$ cat src/rtl/sgw_pkg.sv
// Package: shared constants and types for the scatter-gather descriptor walker.
// Assumes 64-bit descriptor words and 8-byte aligned descriptor addresses.
package sgw_pkg;

    localparam int ADDR_W      = 64;
    localparam int LEN_W       = 32;
    localparam int WORD_W      = 64;
    localparam int WORD_BYTES  = WORD_W / 8;
    localparam int LIN_WORDS   = 2;
    localparam int LNK_WORDS   = 3;
    localparam int IDX_W       = $clog2(LNK_WORDS + 1);
    localparam int LIN_STRIDE  = LIN_WORDS * WORD_BYTES;
    localparam int CTRL_LAST   = 0;
    localparam int CTRL_PAUSE  = 1;

    typedef enum logic [1:0] {
        CH_IDLE   = 2'd0,
        CH_PAUSED = 2'd1,
        CH_BUSY   = 2'd2
    } ch_state_e;

    typedef enum logic [1:0] {
        MODE_NORMAL  = 2'd0,
        MODE_RD_ONLY = 2'd1,
        MODE_WR_ONLY = 2'd2
    } xfer_mode_e;

    typedef enum logic [2:0] {
        W_IDLE,
        W_GO_SRC,
        W_WAIT_SRC,
        W_GO_DST,
        W_WAIT_DST,
        W_ISSUE,
        W_DECIDE,
        W_PAUSED
    } walk_e;

    typedef struct packed {
        logic [ADDR_W-1:0] buf_addr;
        logic [LEN_W-1:0]  size;
        logic              last;
        logic              pause;
        logic [ADDR_W-1:0] next;
    } dscr_t;

endpackage

$ cat src/rtl/sgw_fetch.sv
// Module: sgw_fetch
// Reads one descriptor as consecutive 64-bit words starting at a base address
// and decodes it. Two words are read in linear layout and three in linked layout,
// so the reserved word is skipped. Assumes the memory holds fetch_data valid in the
// cycle fetch_ack is high, and that go only arrives while the fetcher is not active.
module sgw_fetch
    import sgw_pkg::*;
(
    input  logic              clk,
    input  logic              rst_n,
    input  logic              go,
    input  logic [ADDR_W-1:0] base,
    input  logic              linked,
    output logic              done,
    output dscr_t             dscr,
    output logic              rd_req,
    output logic [ADDR_W-1:0] rd_addr,
    input  logic              rd_ack,
    input  logic [WORD_W-1:0] rd_data
);

    logic              active;
    logic              linked_q;
    logic [ADDR_W-1:0] base_q;
    logic [IDX_W-1:0]  idx;
    logic [IDX_W-1:0]  last_idx;
    dscr_t             dscr_q;
    logic              done_q;
    logic              unused_ctrl_bits;

    // Index of the final word for the latched layout.
    assign last_idx = linked_q ? IDX_W'(LNK_WORDS - 1) : IDX_W'(LIN_WORDS - 1);

    // Word address: base plus eight bytes per word already read.
    assign rd_addr = base_q + ADDR_W'(idx) * ADDR_W'(WORD_BYTES);
    assign rd_req  = active;
    assign done    = done_q;
    assign dscr    = dscr_q;

    // Control bits other than last and pause carry no meaning.
    assign unused_ctrl_bits = ^rd_data[WORD_W-1:LEN_W+2];

    // Word sequencing and field capture.
    always_ff @(posedge clk) begin
        if (!rst_n) begin
            active   <= 1'b0;
            linked_q <= 1'b0;
            base_q   <= '0;
            idx      <= '0;
            dscr_q   <= '0;
            done_q   <= 1'b0;
        end else begin
            done_q <= 1'b0;
            if (go && !active) begin
                active   <= 1'b1;
                linked_q <= linked;
                base_q   <= base;
                idx      <= '0;
            end else if (active && rd_ack) begin
                case (idx)
                    IDX_W'(0): dscr_q.buf_addr <= rd_data[ADDR_W-1:0];
                    IDX_W'(1): begin
                        dscr_q.size  <= rd_data[LEN_W-1:0];
                        dscr_q.last  <= rd_data[LEN_W + CTRL_LAST];
                        dscr_q.pause <= rd_data[LEN_W + CTRL_PAUSE];
                    end
                    default:   dscr_q.next <= rd_data[ADDR_W-1:0];
                endcase
                if (idx == last_idx) begin
                    active <= 1'b0;
                    done_q <= 1'b1;
                end else begin
                    idx <= idx + IDX_W'(1);
                end
            end
        end
    end

    // A pending read keeps its address until acknowledged.
    assert_fetch_hold_R3: assert property (@(posedge clk) disable iff (!rst_n)
        (rd_req && !rd_ack) |=> (rd_req && $stable(rd_addr)));

    // A linked descriptor never reaches the reserved word.
    assert_no_reserved_R4: assert property (@(posedge clk) disable iff (!rst_n)
        rd_req |-> ((rd_addr - base_q) < ADDR_W'(LNK_WORDS * WORD_BYTES)));

endmodule

$ cat src/rtl/sgw_nextptr.sv
// Module: sgw_nextptr
// Works out the address of the following descriptor in a chain: a fixed stride
// past the current descriptor for linear layout, or the stored next pointer for
// linked layout. Purely combinational.
module sgw_nextptr
    import sgw_pkg::*;
(
    input  logic              linked,
    input  logic [ADDR_W-1:0] cur,
    input  logic [ADDR_W-1:0] link_field,
    output logic [ADDR_W-1:0] nxt
);

    // Select the successor address for the layout in use.
    always_comb begin
        if (linked) nxt = link_field;
        else        nxt = cur + ADDR_W'(LIN_STRIDE);
    end

endmodule

$ cat src/rtl/sgw_seq.sv
// Module: sgw_seq
// Channel sequencer. It starts the channel, fetches the source and then the
// destination descriptor of each pair, issues or skips the mover request, and
// then ends, parks or advances. Assumes the fetcher returns one decoded descriptor
// per go and that successor addresses come from outside.
module sgw_seq
    import sgw_pkg::*;
(
    input  logic              clk,
    input  logic              rst_n,
    input  logic              start,
    input  logic              resume,
    input  logic [1:0]        mode,
    input  logic              layout_linked,
    input  logic [ADDR_W-1:0] src_base,
    input  logic [ADDR_W-1:0] dst_base,
    output logic              fetch_go,
    output logic [ADDR_W-1:0] fetch_base,
    input  logic              fetch_done,
    input  dscr_t             fetch_dscr,
    output logic              mv_req,
    input  logic              mv_ack,
    output dscr_t             src_d,
    output dscr_t             dst_d,
    input  logic [ADDR_W-1:0] nxt_src,
    input  logic [ADDR_W-1:0] nxt_dst,
    output logic              linked_q,
    output logic [ADDR_W-1:0] cur_src,
    output logic [ADDR_W-1:0] cur_dst,
    output logic              chan_en,
    output logic [1:0]        state,
    output logic              done,
    output logic              mode_err
);

    walk_e ws;
    logic  last_any;
    logic  pause_any;
    logic  both_empty;

    // Pair-level decisions: either side can end or park the walk.
    assign last_any   = src_d.last  | dst_d.last;
    assign pause_any  = src_d.pause | dst_d.pause;
    assign both_empty = (fetch_dscr.size == '0) && (src_d.size == '0);

    // Fetch launch and mover request decode.
    assign fetch_go   = (ws == W_GO_SRC) || (ws == W_GO_DST);
    assign fetch_base = (ws == W_GO_DST) ? cur_dst : cur_src;
    assign mv_req     = (ws == W_ISSUE);

    // Reported channel state.
    always_comb begin
        case (ws)
            W_IDLE:   state = CH_IDLE;
            W_PAUSED: state = CH_PAUSED;
            default:  state = CH_BUSY;
        endcase
    end

    // Walk state machine with pointer, enable and flag updates.
    always_ff @(posedge clk) begin
        if (!rst_n) begin
            ws       <= W_IDLE;
            cur_src  <= '0;
            cur_dst  <= '0;
            chan_en  <= 1'b0;
            done     <= 1'b0;
            mode_err <= 1'b0;
            linked_q <= 1'b0;
            src_d    <= '0;
            dst_d    <= '0;
        end else begin
            done <= 1'b0;
            case (ws)
                W_IDLE: begin
                    if (start) begin
                        if (mode == MODE_NORMAL) begin
                            ws       <= W_GO_SRC;
                            cur_src  <= src_base;
                            cur_dst  <= dst_base;
                            chan_en  <= 1'b1;
                            mode_err <= 1'b0;
                            linked_q <= layout_linked;
                        end else begin
                            mode_err <= 1'b1;
                        end
                    end
                end
                W_GO_SRC:   ws <= W_WAIT_SRC;
                W_WAIT_SRC: begin
                    if (fetch_done) begin
                        src_d <= fetch_dscr;
                        ws    <= W_GO_DST;
                    end
                end
                W_GO_DST:   ws <= W_WAIT_DST;
                W_WAIT_DST: begin
                    if (fetch_done) begin
                        dst_d <= fetch_dscr;
                        ws    <= both_empty ? W_DECIDE : W_ISSUE;
                    end
                end
                W_ISSUE: begin
                    if (mv_ack) ws <= W_DECIDE;
                end
                W_DECIDE: begin
                    if (last_any) begin
                        ws      <= W_IDLE;
                        chan_en <= 1'b0;
                        done    <= 1'b1;
                    end else begin
                        cur_src <= nxt_src;
                        cur_dst <= nxt_dst;
                        ws      <= pause_any ? W_PAUSED : W_GO_SRC;
                    end
                end
                W_PAUSED: begin
                    if (resume) ws <= W_GO_SRC;
                end
                default: ws <= W_IDLE;
            endcase
        end
    end

    // Accepted start loads the bases and enables the channel.
    assert_start_loads_R2: assert property (@(posedge clk) disable iff (!rst_n)
        (state == CH_IDLE && start && mode == MODE_NORMAL) |=>
        (chan_en && state == CH_BUSY && cur_src == $past(src_base) && cur_dst == $past(dst_base)));

    // A mover request stays up until acknowledged.
    assert_mover_hold_R5: assert property (@(posedge clk) disable iff (!rst_n)
        (mv_req && !mv_ack) |=> (mv_req && $stable(src_d) && $stable(dst_d)));

    // No mover request for a pair with nothing to move.
    assert_no_empty_move_R6: assert property (@(posedge clk) disable iff (!rst_n)
        mv_req |-> (src_d.size != '0 || dst_d.size != '0));

    // Done only appears once the channel is idle and disabled.
    assert_done_idle_R7: assert property (@(posedge clk) disable iff (!rst_n)
        done |-> (!chan_en && state == CH_IDLE && $past(chan_en)));

    // A parked channel issues nothing.
    assert_paused_quiet_R8: assert property (@(posedge clk) disable iff (!rst_n)
        (state == CH_PAUSED) |-> (!mv_req && !fetch_go));

    // Resume brings a parked channel back to busy.
    assert_resume_busy_R8: assert property (@(posedge clk) disable iff (!rst_n)
        (state == CH_PAUSED && resume) |=> (state == CH_BUSY));

    // Refused mode leaves the channel idle with the error flag set.
    assert_mode_reject_R10: assert property (@(posedge clk) disable iff (!rst_n)
        (state == CH_IDLE && start && mode != MODE_NORMAL) |=>
        (mode_err && !chan_en && state == CH_IDLE));

    // Start during a pause moves nothing.
    assert_pause_start_ignored_R11: assert property (@(posedge clk) disable iff (!rst_n)
        (state == CH_PAUSED && start && !resume) |=>
        (state == CH_PAUSED && $stable(cur_src) && $stable(cur_dst)));

endmodule

$ cat src/rtl/sgw_walker.sv
// Module: sgw_walker (top)
// One channel's scatter-gather descriptor walker. A shared fetcher reads the
// source and destination descriptors in turn, and two successor calculators
// follow the chains. The sequencer drives the mover handshake and the channel
// state. Assumes both chains hold equal pair counts and end on the same pair.
module sgw_walker
    import sgw_pkg::*;
(
    input  logic              clk,
    input  logic              rst_n,
    input  logic              start,
    input  logic              resume,
    input  logic [1:0]        mode,
    input  logic              layout_linked,
    input  logic [ADDR_W-1:0] src_base,
    input  logic [ADDR_W-1:0] dst_base,
    output logic              fetch_req,
    output logic [ADDR_W-1:0] fetch_addr,
    input  logic              fetch_ack,
    input  logic [WORD_W-1:0] fetch_data,
    output logic              mv_req,
    output logic [ADDR_W-1:0] mv_src_addr,
    output logic [LEN_W-1:0]  mv_src_len,
    output logic [ADDR_W-1:0] mv_dst_addr,
    output logic [LEN_W-1:0]  mv_dst_len,
    input  logic              mv_ack,
    output logic              chan_en,
    output logic [1:0]        state,
    output logic              done,
    output logic              mode_err,
    output logic [ADDR_W-1:0] cur_src_dscr,
    output logic [ADDR_W-1:0] cur_dst_dscr
);

    logic              f_go;
    logic [ADDR_W-1:0] f_base;
    logic              f_done;
    dscr_t             f_dscr;
    dscr_t             src_d;
    dscr_t             dst_d;
    logic              linked_q;
    logic [ADDR_W-1:0] nxt_src;
    logic [ADDR_W-1:0] nxt_dst;

    sgw_fetch u_fetch (
        .clk     (clk),
        .rst_n   (rst_n),
        .go      (f_go),
        .base    (f_base),
        .linked  (linked_q),
        .done    (f_done),
        .dscr    (f_dscr),
        .rd_req  (fetch_req),
        .rd_addr (fetch_addr),
        .rd_ack  (fetch_ack),
        .rd_data (fetch_data)
    );

    sgw_nextptr u_next_src (
        .linked     (linked_q),
        .cur        (cur_src_dscr),
        .link_field (src_d.next),
        .nxt        (nxt_src)
    );

    sgw_nextptr u_next_dst (
        .linked     (linked_q),
        .cur        (cur_dst_dscr),
        .link_field (dst_d.next),
        .nxt        (nxt_dst)
    );

    sgw_seq u_seq (
        .clk           (clk),
        .rst_n         (rst_n),
        .start         (start),
        .resume        (resume),
        .mode          (mode),
        .layout_linked (layout_linked),
        .src_base      (src_base),
        .dst_base      (dst_base),
        .fetch_go      (f_go),
        .fetch_base    (f_base),
        .fetch_done    (f_done),
        .fetch_dscr    (f_dscr),
        .mv_req        (mv_req),
        .mv_ack        (mv_ack),
        .src_d         (src_d),
        .dst_d         (dst_d),
        .nxt_src       (nxt_src),
        .nxt_dst       (nxt_dst),
        .linked_q      (linked_q),
        .cur_src       (cur_src_dscr),
        .cur_dst       (cur_dst_dscr),
        .chan_en       (chan_en),
        .state         (state),
        .done          (done),
        .mode_err      (mode_err)
    );

    // Mover payload comes straight from the captured pair.
    assign mv_src_addr = src_d.buf_addr;
    assign mv_src_len  = src_d.size;
    assign mv_dst_addr = dst_d.buf_addr;
    assign mv_dst_len  = dst_d.size;

    // Only the three defined state codes appear, matching the enable.
    assert_state_code_R9: assert property (@(posedge clk) disable iff (!rst_n)
        (state != 2'd3) && (chan_en == (state != CH_IDLE)));

    // Descriptor reads and mover requests never overlap.
    assert_single_port_use_R5: assert property (@(posedge clk) disable iff (!rst_n)
        !(fetch_req && mv_req));

endmodule

$ cat config.mk
export PLATFORM = sky130hd
export DESIGN_NAME = sgw_walker
export DESIGN_NICKNAME = d
export VERILOG_FILES = /design/src/rtl/sgw_pkg.sv /design/src/rtl/sgw_fetch.sv /design/src/rtl/sgw_nextptr.sv /design/src/rtl/sgw_seq.sv /design/src/rtl/sgw_walker.sv
export SDC_FILE = /design/constraint.sdc
export NUM_CORES = 2
export LEC_CHECK = 0
export ABC_AREA = 1
export BUFFER_PORTS_ARGS = -buffer_cell sky130_fd_sc_hd__buf_2
export CAP_MARGIN = 10
export CORE_MARGIN = 4
export CORE_UTILIZATION = 30
export CTS_BUF_LIST = sky130_fd_sc_hd__clkbuf_16
export CTS_CLUSTER_SIZE = 16
export DETAILED_ROUTE_END_ITERATION = 12
export GPL_TIMING_DRIVEN = 1
export SETUP_SLACK_MARGIN = 0.05
export SKIP_CTS_REPAIR_TIMING = 1
export SKIP_LAST_GASP = 1
export SLEW_MARGIN = 15
export SYNTH_ARGS = -nofsm -noshare
export SYNTH_HDL_FRONTEND = slang
export SYNTH_SLANG_ARGS = --single-unit
$ cat constraint.sdc
create_clock -name clk -period 2.2 [get_ports clk]
set_input_delay 0.33 -clock clk [delete_from_list [all_inputs] [get_ports clk]]
set_output_delay 0.33 -clock clk [all_outputs]
set_load 0.03 [all_outputs]
==> flow_summary.toml <==
[status]
status = "finished, violations left"
violations = "hold timing, setup timing"

[floorplanning]
start_util_pct = 30.3
die_w_um = 345
die_y_um = 345
coreArea_mm2 = 0.113
die-area_mm2 = 0.119
num_rows = 123
ios = 592

[placement]
port_buffers = 591
hpwlAfterDp_mm = 135
gp_congestion = 1.01

[synth]
synth-xor-area-share_pct = 2.18
synth_top_family_by_area = "simple AND/OR/NAND/NOR gates"
synth_edf_count = 0
muxShareOfSynthArea_pct = 0
synth_area_leaders = "dfxtp_1, a21oi_1, nand2_1"
yosysUniqueCellTypes = 43
synth_compound_area_share_pct = 19.1
synth_nets = 5198
synth_adder_area_share_pct = 0.279
yosysSeqAreaShare_pct = 40.5
synth.avg_cell_area_um2 = 6.84
yosysWarningCount = 0
ys_ff_latch = 690
synthArstFlopShare_pct = 0
yosys.area_share.simple_pct = 25.9
synth_ff_type = "dfxtp_1"
syn-cell-area_mm2 = 0.0341
syn_inst = 4990
synth_area_leader_cell = "dfxtp_1"
yosysTopAreaCellShare_pct = 40.5

[routing]
drc_errors = 0
wl_per_cell_um = 24.2
vias_per_cell = 5.20
drt_pass1_iterations = 6
ant_nets = 0
first_iter_violations = 4020
vias = 37500
wirelength_mm = 175

[worst_setup_path]
rrSetupSlack_ps = 90
cp-endpoint = "fetch_addr[47]"
cp.required_ps = 1870
critPathKind = "reg2out"
cp_max_fo = 4
startpoint = "u_fetch.idx[0]"
cp-start-kind = "register"
r2r-end = "u_seq.cur_src[57]"
end_kind = "output port"
arrival_ps = 2840
rr_startpoint = "u_seq.cur_src[9]"
reg2reg_depth = 9

[sta]
drv_slew = 0
finClkSkew_ps = 18.5
slew_headroom_pct = 29.8
fin_setup_tns_ps = -35150
setup_ws_ps = -975
hold_ws_ps = -38.1
rsz0062_at_grt = "yes"
setup_viol = 60
finalCritPeriodShare_pct = 144
fin_crit_ps = 3170
hold_viol_final = 15
worst_pin_slew_ps = 1050
fmax_ghz = 0.315

[final_layout]
seqCellArea_mm2 = 0.0139
drive_above_1_share_pct = 23.0
multi_input_area_mm2 = 0.0172
synthToLayoutAreaGrowth_pct = 31.1
num-fill-cells = 12000
fin_nets = 5848
final_common_cell = "nand2_1"
layout_common_cells = "nand2_1, nor2_1, dfxtp_1"

[job]
drv_cap = 0

[cts]
cts.sinks = 690
numCtsBuffers = 82
clk_pin_slew_ps = 60
cts_tree = "done"
clk_path_buf_depth = 3
h-tree-depth = 3
clock_latency_ps = 680
root_buffer = "clkbuf_16"

[grt]
grt_pass1_vias = 34900
grt_max_degree = 195
overflow = 0
grt_pass1_wl_mm = 246
grt_use_total_pct = 27.6
antenna_found_initial = 12

[pwr]
vdd_drop_max_uv = 491
powerDensity_mw_per_mm2 = 846
leakagePower_nw = 18.7
p_total_mw = 37.8

[hold_path]
hold_depth = 3
min_path_type = "in2reg"
## worst min-delay path by stage
stage,slack (ps),to,start
after floorplan,420,u_seq.dst_d[0],u_seq.dst_d[0]
after global placement,430,u_seq.src_d[2],u_seq.src_d[2]
after detailed placement,440,u_seq.src_d[2],u_seq.src_d[2]
after CTS,-130,u_fetch.dscr[56],fetch_data[56]
after global routing,0.08,u_fetch.dscr[134],fetch_data[36]
final,-40,u_seq.cur_src[19],src_base[19]
## where the power goes
part	internal, mW	switching [mW]
Combinational	2.83	6.03
Sequential	13.3	1.31
Clock	8.31	6.05
Total	24.4	13.4
## critical path, stage by stage, from the launching register on
cell and delay, ps:
dfxtp_4 360, ha_4 130, inv_2 40, fa_2 390, nor3_4 250, nand3_4 130, nor2_4 120, nand4_1 240
nor2_2 210, xor2_2 160, buf_6 150
## registers in the layout, indices dropped and copies added, names as in the netlist
| register | cells |
|---|---|
| u_seq.linked_q | 1 |
| u_fetch.done | 1 |
| u_fetch.base_q | 64 |
| u_fetch.idx | 2 |
| u_seq.ws | 3 |
| u_fetch.dscr | 162 |
| u_seq.dst_d | 162 |
| u_seq.chan_en | 1 |
| u_seq.mode_err | 1 |
| u_seq.src_d | 162 |
| u_seq.cur_dst | 64 |
| u_seq.done | 1 |
| u_fetch.rd_req | 1 |
| u_fetch.linked_q | 1 |
| u_seq.cur_src | 64 |
## cell families after synthesis
| family | Yosys count |
|---|---|
| and+or+nand+nor | 2114 |
| AOI/OAI and AO/OA | 1235 |
| buffers and inverters | 859 |
| DFF | 690 |
| xor gates and xnor gates | 85 |
| adders and majority gates | 7 |
## final cells by class
type,instances,share of cell area [%]
clock buffer,82,4.59
sequential,690,31.0
tap,1500,4.20
antenna,6,0.0336
inverter,364,3.12
multi-input combinational,3441,38.6
clock inverter,69,1.70
timing repair buffer,1061,16.8
## per-layer routing
metal | up-vias | part of all wire (%) | track usage [%]
li1 | 17600 | - | -
met1 | 17800 | 42 | 36.8
met2 | 1816 | 43 | 42.5
met3 | 319 | 8.7 | 5.86
met4 | 10 | 5.5 | 13.1
met5 | - | 0.027 | 0
## stage by stage
stage,instance area [µm²],setup WS (ps),utilization (%),instances
after floorplan,34400,-229,-,4990
after global placement,39700,-308,35.3,6951
after detailed placement,39700,-353,35.3,6951
after CTS,42600,-1090,37.8,7102
after global routing,44700,-1070,39.7,7207
final,44700,-975,39.7,7213
## synthesized netlist by cell type (7+ instances only)
cell type  number
a21oi_1       644
buf_1          22
buf_2          69
buf_4         196
clkbuf_1      203
dfxtp_1       690
inv_1         354
inv_2           7
nand2_1       831
nand2_2         7
nand3_1       369
nand3b_1       12
nand4_1        56
nor2_1        760
nor2_2          8
nor2_4         13
nor3_1         51
o211ai_1       33
o21ai_0       456
o21ai_1        26
o31ai_1        14
o32ai_1        49
xnor2_1        12
xor2_1         73
Note: power is estimated with default switching activity, not from simulation.
